--- config.mk ---
export PLATFORM = sky130hd
export DESIGN_NAME = ecc_inject_ctrl
export DESIGN_NICKNAME = d
export VERILOG_FILES = /design/src/rtl/ecc_inj_pkg.sv /design/src/rtl/ecc_inj_regs.sv /design/src/rtl/ecc_inj_wpath.sv /design/src/rtl/ecc_inject_ctrl.sv
export SDC_FILE = /design/constraint.sdc
export NUM_CORES = 1
export LEC_CHECK = 0
export ABC_AREA = 1
export CAP_MARGIN = 10
export CORE_MARGIN = 3
export CORE_UTILIZATION = 30
export CTS_CLUSTER_DIAMETER = 30
export CTS_CLUSTER_SIZE = 16
export DETAILED_ROUTE_END_ITERATION = 8
export PLACE_DENSITY_LB_ADDON = 0.15
export SYNTH_ARGS = -nofsm -noshare
export SYNTH_HDL_FRONTEND = slang
export SYNTH_SLANG_ARGS = --single-unit
--- constraint.sdc ---
create_clock -name clk -period 2.3 [get_ports clk]
set_input_delay 0.69 -clock clk [delete_from_list [all_inputs] [get_ports clk]]
set_output_delay 0.69 -clock clk [all_outputs]
set_load 0.02 [all_outputs]
--- src/rtl/ecc_inj_pkg.sv ---
package ecc_inj_pkg;

    localparam int REG_W     = 32;
    localparam int PAT_W     = 8;
    localparam int PAT_LSB   = 16;
    localparam int WB_BIT    = 24;
    localparam int ARM_BIT   = 8;
    localparam int BUSY_BIT  = 0;

    typedef struct packed {
        logic [PAT_W-1:0] pattern;
        logic             wb_en;
        logic             arm;
    } inj_ctrl_t;

endpackage

--- src/rtl/ecc_inj_regs.sv ---
module ecc_inj_regs
    import ecc_inj_pkg::*;
#(
    parameter int ADDR_W   = 4,
    parameter int CTRL_OFF = 0,
    parameter int STAT_OFF = 4
) (
    input  logic              clk,
    input  logic              rst_n,
    input  logic              reg_we,
    input  logic [ADDR_W-1:0] reg_addr,
    input  logic [REG_W-1:0]  reg_wdata,
    output logic [REG_W-1:0]  reg_rdata,
    input  logic              busy_i,
    input  logic              beat_hit_i,
    output logic [PAT_W-1:0]  pattern_o,
    output logic              wb_en_o,
    output logic              arm_o
);

    localparam logic [ADDR_W-1:0] CTRL_A = ADDR_W'(CTRL_OFF);
    localparam logic [ADDR_W-1:0] STAT_A = ADDR_W'(STAT_OFF);

    inj_ctrl_t ctrl_d, ctrl_q;
    logic      ctrl_wr;

    assign ctrl_wr = reg_we && (reg_addr == CTRL_A);

    always_comb begin
        ctrl_d = ctrl_q;
        // a beat that consumed the arming disarms first
        if (beat_hit_i) begin
            ctrl_d.arm = 1'b0;
        end
        // a control write takes priority over the disarm
        if (ctrl_wr) begin
            ctrl_d.pattern = reg_wdata[PAT_LSB +: PAT_W];
            ctrl_d.wb_en   = reg_wdata[WB_BIT];
            if (!busy_i) begin
                ctrl_d.arm = reg_wdata[ARM_BIT];
            end
        end
    end

    always_ff @(posedge clk or negedge rst_n) begin
        if (!rst_n) begin
            ctrl_q <= '0;
        end else begin
            ctrl_q <= ctrl_d;
        end
    end

    always_comb begin
        reg_rdata = '0;
        if (reg_addr == CTRL_A) begin
            reg_rdata[PAT_LSB +: PAT_W] = ctrl_q.pattern;
            reg_rdata[WB_BIT]           = ctrl_q.wb_en;
            reg_rdata[ARM_BIT]          = ctrl_q.arm;
        end else if (reg_addr == STAT_A) begin
            reg_rdata[BUSY_BIT]         = busy_i;
        end
    end

    assign pattern_o = ctrl_q.pattern;
    assign wb_en_o   = ctrl_q.wb_en;
    assign arm_o     = ctrl_q.arm;

endmodule

--- src/rtl/ecc_inj_wpath.sv ---
module ecc_inj_wpath #(
    parameter int DATA_W  = 64,
    parameter int CHECK_W = 8
) (
    input  logic               clk,
    input  logic               rst_n,
    input  logic               valid_i,
    input  logic [DATA_W-1:0]  data_i,
    input  logic [CHECK_W-1:0] check_i,
    input  logic               arm_i,
    input  logic [CHECK_W-1:0] pattern_i,
    output logic               valid_o,
    output logic [DATA_W-1:0]  data_o,
    output logic [CHECK_W-1:0] check_o,
    output logic               hit_o
);

    typedef struct packed {
        logic               valid;
        logic [DATA_W-1:0]  data;
        logic [CHECK_W-1:0] check;
    } beat_t;

    beat_t              beat_d, beat_q;
    logic [CHECK_W-1:0] flip;

    assign hit_o = valid_i & arm_i;

    for (genvar i = 0; i < CHECK_W; i++) begin : g_flip
        assign flip[i] = hit_o & pattern_i[i];
    end

    always_comb begin
        beat_d       = beat_q;
        beat_d.valid = valid_i;
        beat_d.data  = data_i;
        beat_d.check = check_i ^ flip;
    end

    always_ff @(posedge clk or negedge rst_n) begin
        if (!rst_n) begin
            beat_q <= '0;
        end else begin
            beat_q <= beat_d;
        end
    end

    assign valid_o = beat_q.valid;
    assign data_o  = beat_q.data;
    assign check_o = beat_q.check;

endmodule

--- src/rtl/ecc_inject_ctrl.sv ---
module ecc_inject_ctrl
    import ecc_inj_pkg::*;
#(
    parameter int DATA_W   = 64,
    parameter int ADDR_W   = 4,
    parameter int CTRL_OFF = 0,
    parameter int STAT_OFF = 4
) (
    input  logic              clk,
    input  logic              rst_n,
    input  logic              reg_we,
    input  logic [ADDR_W-1:0] reg_addr,
    input  logic [REG_W-1:0]  reg_wdata,
    output logic [REG_W-1:0]  reg_rdata,
    input  logic              busy_i,
    input  logic              wr_valid_i,
    input  logic [DATA_W-1:0] wr_data_i,
    input  logic [PAT_W-1:0]  wr_check_i,
    output logic              wr_valid_o,
    output logic [DATA_W-1:0] wr_data_o,
    output logic [PAT_W-1:0]  wr_check_o,
    output logic              wb_en_o
);

    logic [PAT_W-1:0] inj_pat;
    logic             inj_arm;
    logic             inj_hit;

    ecc_inj_regs #(
        .ADDR_W  (ADDR_W),
        .CTRL_OFF(CTRL_OFF),
        .STAT_OFF(STAT_OFF)
    ) u_regs (
        .clk       (clk),
        .rst_n     (rst_n),
        .reg_we    (reg_we),
        .reg_addr  (reg_addr),
        .reg_wdata (reg_wdata),
        .reg_rdata (reg_rdata),
        .busy_i    (busy_i),
        .beat_hit_i(inj_hit),
        .pattern_o (inj_pat),
        .wb_en_o   (wb_en_o),
        .arm_o     (inj_arm)
    );

    ecc_inj_wpath #(
        .DATA_W (DATA_W),
        .CHECK_W(PAT_W)
    ) u_wpath (
        .clk      (clk),
        .rst_n    (rst_n),
        .valid_i  (wr_valid_i),
        .data_i   (wr_data_i),
        .check_i  (wr_check_i),
        .arm_i    (inj_arm),
        .pattern_i(inj_pat),
        .valid_o  (wr_valid_o),
        .data_o   (wr_data_o),
        .check_o  (wr_check_o),
        .hit_o    (inj_hit)
    );

endmodule

======== Word level (Yosys, flattened, before mapping) ========
Cells that the tools add are included.
storage, ports and cells
  memories kept ........................... 0
  logic and storage cells ................. 26
  output and inout port bits .............. 106
  bits of input ports ..................... 113
  flip-flop bits (word level) ............. 83
  latch bits .............................. 0
  bits in read-only memories .............. 0
  memory bits (writable) .................. 0
operators by class
  bitwise gates (word level) .............. 10
  equal/unequal tests ..................... 1
  $lt $le $gt $ge ......................... 0
  shift operators ......................... 0
  $mul .................................... 0
  add/subtract/negate cells ............... 0
  multiplexer cells ....................... 7
  reduce and logical (&&, ||, !) cells .... 2
  div/mod/pow operators ................... 0
operators with widths
  operator              count
  $and A1 B1 Y1         9
  $mux W9               1
  $xor A8 B8 Y8         1
  $mux W1               6
  $eq A4 B3 Y1 const B  1
  $logic_not A4 Y1      1
  $logic_and A1 B1 Y1   1

======== Depth between registers and ports, before layout ========
  depth after elaboration ................. 4
  gate-level depth with buffers ........... 5
  gate-level depth less buffers ........... 5

======== Hierarchy ========
Synthesis repeated with hierarchy kept, for this count alone.
second synthesis, totals
  cell total of the unflattened synthesis .. 218
  area total of the unflattened synthesis .. 2798.9 um^2
by module, submodules not included
  module         instances  area an instance (um^2)  cells each
  ecc_inj_wpath  1          2068.2                   119
  ecc_inj_regs   1          730.7                    99

======== Least setup slack after synthesis ========
OpenSTA, ideal clock, no wires.
  path kind ............................... input to output
  start ................................... input reg_addr[1]
  end ..................................... output reg_rdata[0]
  path slack .............................. 201 ps
  arrival time ............................ 1409 ps
  stages .................................. 1
  path through ............................ nor4_1
between the ends
  longest elaborated chain between the ends .. 3
ends and longest elaborated chain
  element             line                   source
  start: declaration  ecc_inject_ctrl.sv:12  input logic [ADDR_W-1:0] reg_addr,
  $eq A4 B3 Y1        ecc_inj_regs.sv:59     end else if (reg_addr == STAT_A) begin
  $mux W1             ecc_inj_regs.sv:59
  $mux W1 *           ecc_inj_regs.sv:55     if (reg_addr == CTRL_A) begin
  end: declaration    ecc_inject_ctrl.sv:14  output logic [REG_W-1:0] reg_rdata,
Mark *: on every way between the ends. The rest lies on a longest branch, timed or not.

======== Worst setup path in the final report ========
  start ................................... input reg_addr[3]
  end ..................................... output reg_rdata[8]
between the ends
  longest elaborated chain between the ends .. 2
ends and longest elaborated chain
  element           line
  $logic_not A4 Y1  ecc_inj_regs.sv:55
  $mux W1           ecc_inj_regs.sv:55
No other way between the ends.

==> results.sh <==
export IMPL_drcViolationCount=0
export IMPL_rsz0062_at_grt="true"
export IMPL_cts_tree="done"
export IMPL_antenna_found_initial=0
export IMPL_hold_slack_ns=0.2884
export IMPL_post_drt_wl_per_cell_um=14.49
export IMPL_synth_cell_types=14
export IMPL_cts_buffer_depth=2
export IMPL_critPathMaxStageDelay_ns=0.26
export IMPL_grt_overflow=0
export IMPL_layout_nets=496
export IMPL_die_h_um=100.2
export IMPL_skew_ns=0.004955
export IMPL_start_util=0.3160
export IMPL_tns_ns=0
export IMPL_dieArea_mm2=0.01004
export IMPL_grt_pass1_wl_um=10570
export IMPL_dpl_hpwl_um=5469
export IMPL_ir_worst_vdd_v=0.0002589
export IMPL_grt_max_degree=36
export IMPL_wl_um=7143
export IMPL_clk_latency_ns=0.35
export IMPL_grtUsageTotal=0.1411
export IMPL_grt_pass1_vias=1957
export IMPL_critPathMaxFanout=5
export IMPL_synth_edf_count=0
export IMPL_ios=219
export IMPL_place_gp_congestion=0.7659
export IMPL_viasPerCell=3.970
export IMPL_synth_top_cell_area_share=0.7804
export IMPL_crit_slowest_cell="dlygate4sd2_1"
export IMPL_synth_top_cell_by_area="dfrtp_1"
export IMPL_cts_made_buffers=9
export IMPL_drive_gt1_frac=0.1392
export IMPL_netlist_instances=189
export IMPL_finalMaxSlewViolations=0
export IMPL_post_dp_cell_area_mm2=0.004489
export IMPL_worstSetupPathType="in -> out"
export IMPL_seqCellArea_mm2=0.002077
export IMPL_antennaDiodeCount=0
export IMPL_core_area_mm2=0.008423
export IMPL_cts_sinks=83
export IMPL_cp_arrival_ns=1.57
export IMPL_startpoint_type="input port"
export IMPL_fmax_mhz=442.2
export IMPL_multi_input_area_um2=450.4
export IMPL_fin_crit_sh=0.9832
export IMPL_ys_seq_elements=83
export IMPL_drt_iter0_markers=25
export IMPL_hold_buffers=0
export IMPL_drt_pass1_iterations=4
export IMPL_period_needed_ns=2.261
export IMPL_avgSynthCellArea_um2=14.08
export IMPL_critPathBufInv=3
export IMPL_yosysWarnings=0
export IMPL_cts_root_buffer="clkbuf_8"
export IMPL_hold_class="in -> async"
export IMPL_outcome="finished, final reports clean"
export IMPL_max_cap_violations=0
export IMPL_final_util=0.5661
export IMPL_p_leak_nw=2.157
export IMPL_synth_area_mm2=0.002661
export IMPL_cts_clk_slew_worst_paths_ns=0.09
export IMPL_io_buffers=175
export IMPL_required_ns=1.61
export IMPL_final_area_mm2=0.004768
export IMPL_worstSetupEndpointType="output port"
export IMPL_synth_area_leaders="dfrtp_1, buf_4, nand2_1, nor2_1, xor2_1"
export IMPL_crit_chain="dlygate4sd2_1, nor2_2, nand2_2, buf_6, nor2_1, buf_2"
export IMPL_async_flop_share=1.000
export IMPL_seq_area_frac_synth=0.7804
export IMPL_ant_nets=0
export IMPL_die_x_um=100.2
export IMPL_p_per_area_mw_per_mm2=699.9
export IMPL_n_fill_cell=708
export IMPL_h_tree_depth=3
export IMPL_vias=1957
export IMPL_yosysMostFrequentCell="dfrtp_1"
export IMPL_critical_path_top_delay_family="buffers and inverters"
export IMPL_yosys_top_cells_count="dfrtp_1, nand2_1, buf_4, nor2_1, inv_1"
export IMPL_syn2layout_area_growth_pct=79.17
export IMPL_hold_violations=0
export IMPL_synth_ff_type="dfrtp_1"
export IMPL_core_rowCount=33
export IMPL_finalSetupViolCount=0
[through the flow]
| stage | setup slack, ns | power [mW] | std cells |
|---|---|---|---|
| final | 0.03860 | 3.337 | 493 |
| after global routing | -0.009205 | 3.490 | 493 |
| after CTS | 0.007317 | 3.381 | 492 |
| after detailed placement | -0.5994 | 2.168 | 471 |
| after global placement | -0.5950 | 2.159 | 471 |
| after floorplan | 0.2008 | 1.834 | 209 |
[kinds of logic after synthesis]
kind of cell  count (synthesis)  synth area share
buf+inv                      37           0.08932
flops                        83            0.7804
xor+xnor                      8           0.02633
simple gates                 60            0.1025
other cells                   1          0.001409
[timing repair]
action                                  in CTS  in global routing
gates resized for setup                     62                  9
cloned                                       0                  0
buffers inserted                             5                  1
pin swaps                                    3                  3
endpoints found under the setup margin      11                  5
[cells in the final DEF, fill, tap and decap left out]
cell / instances
nand4_1: 9
buf_2: 1
clkdlybuf4s50_1: 159
nor4_2: 1
nand2_1: 25
clkbuf_8: 10
nand3b_1: 1
buf_4: 21
nor2_1: 12
nand3_4: 1
xor2_1: 8
bufinv_16: 2
buf_6: 2
conb_1: 21
dfrtp_1: 83
inv_6: 2
clkinv_4: 2
nand2_2: 1
inv_1: 12
buf_12: 1
nor2_2: 10
dlygate4sd2_1: 4
[final cells by class]
type | instances | share of cell area
inverters | 12 | 0.009446
flip-flops and latches | 83 | 0.4356
multi-input cells | 89 | 0.09446
clock inverters | 6 | 0.01994
repair buffers | 188 | 0.3842
clock buffers | 10 | 0.02886
well taps | 105 | 0.02755
[power by group]
| group | switching [mW] | internal (mW) | total (mW) | leakage, nW |
|---|---|---|---|---|
| registers | 0.0351 | 1.55 | 1.59 | 0.979 |
| clock network | 0.539 | 0.653 | 1.19 | 0.117 |
| logic | 0.266 | 0.290 | 0.556 | 1.06 |
[sequential cells by signal (all words and copies together) (netlist names)]
register          count
u_wpath.check_o       8
u_regs.pattern_o      8
u_regs.wb_en_o        1
u_wpath.data_o       64
u_regs.arm_o          1
u_wpath.valid_o       1
[path summary, 6_finish.rpt]
kind | start | endpoint | slack, ns | cells after the start
worst max-delay path | reg_addr[3] | reg_rdata[8] | 0.04 | 6
min in group clk | u_regs.pattern_o[0] | u_regs.pattern_o[0] | 0.48 | 2
worst min-delay path | rst_n | u_wpath.data_o[5] | 0.29 | 1
worst max register to register | u_regs.arm_o | u_wpath.check_o[7] | 1.26 | 3
worst min register to register | u_regs.pattern_o[0] | u_regs.pattern_o[0] | 0.48 | 2
max in group asynchronous | rst_n | u_wpath.data_o[4] | 1.36 | 2
[metal layers]
| layer | part of all wire | wire length (um) | up-vias | track usage |
|---|---|---|---|---|
| li1 | - | - | 924 | - |
| met1 | 0.40 | 2885 | 896 | 0.1762 |
| met2 | 0.47 | 3348 | 128 | 0.2232 |
| met3 | 0.11 | 819 | 9 | 0.04378 |
| met4 | 0.012 | 89 | 0 | 0.06736 |
| met5 | 0 | 0 | - | 0 |
(Power assumes the default switching activity.)
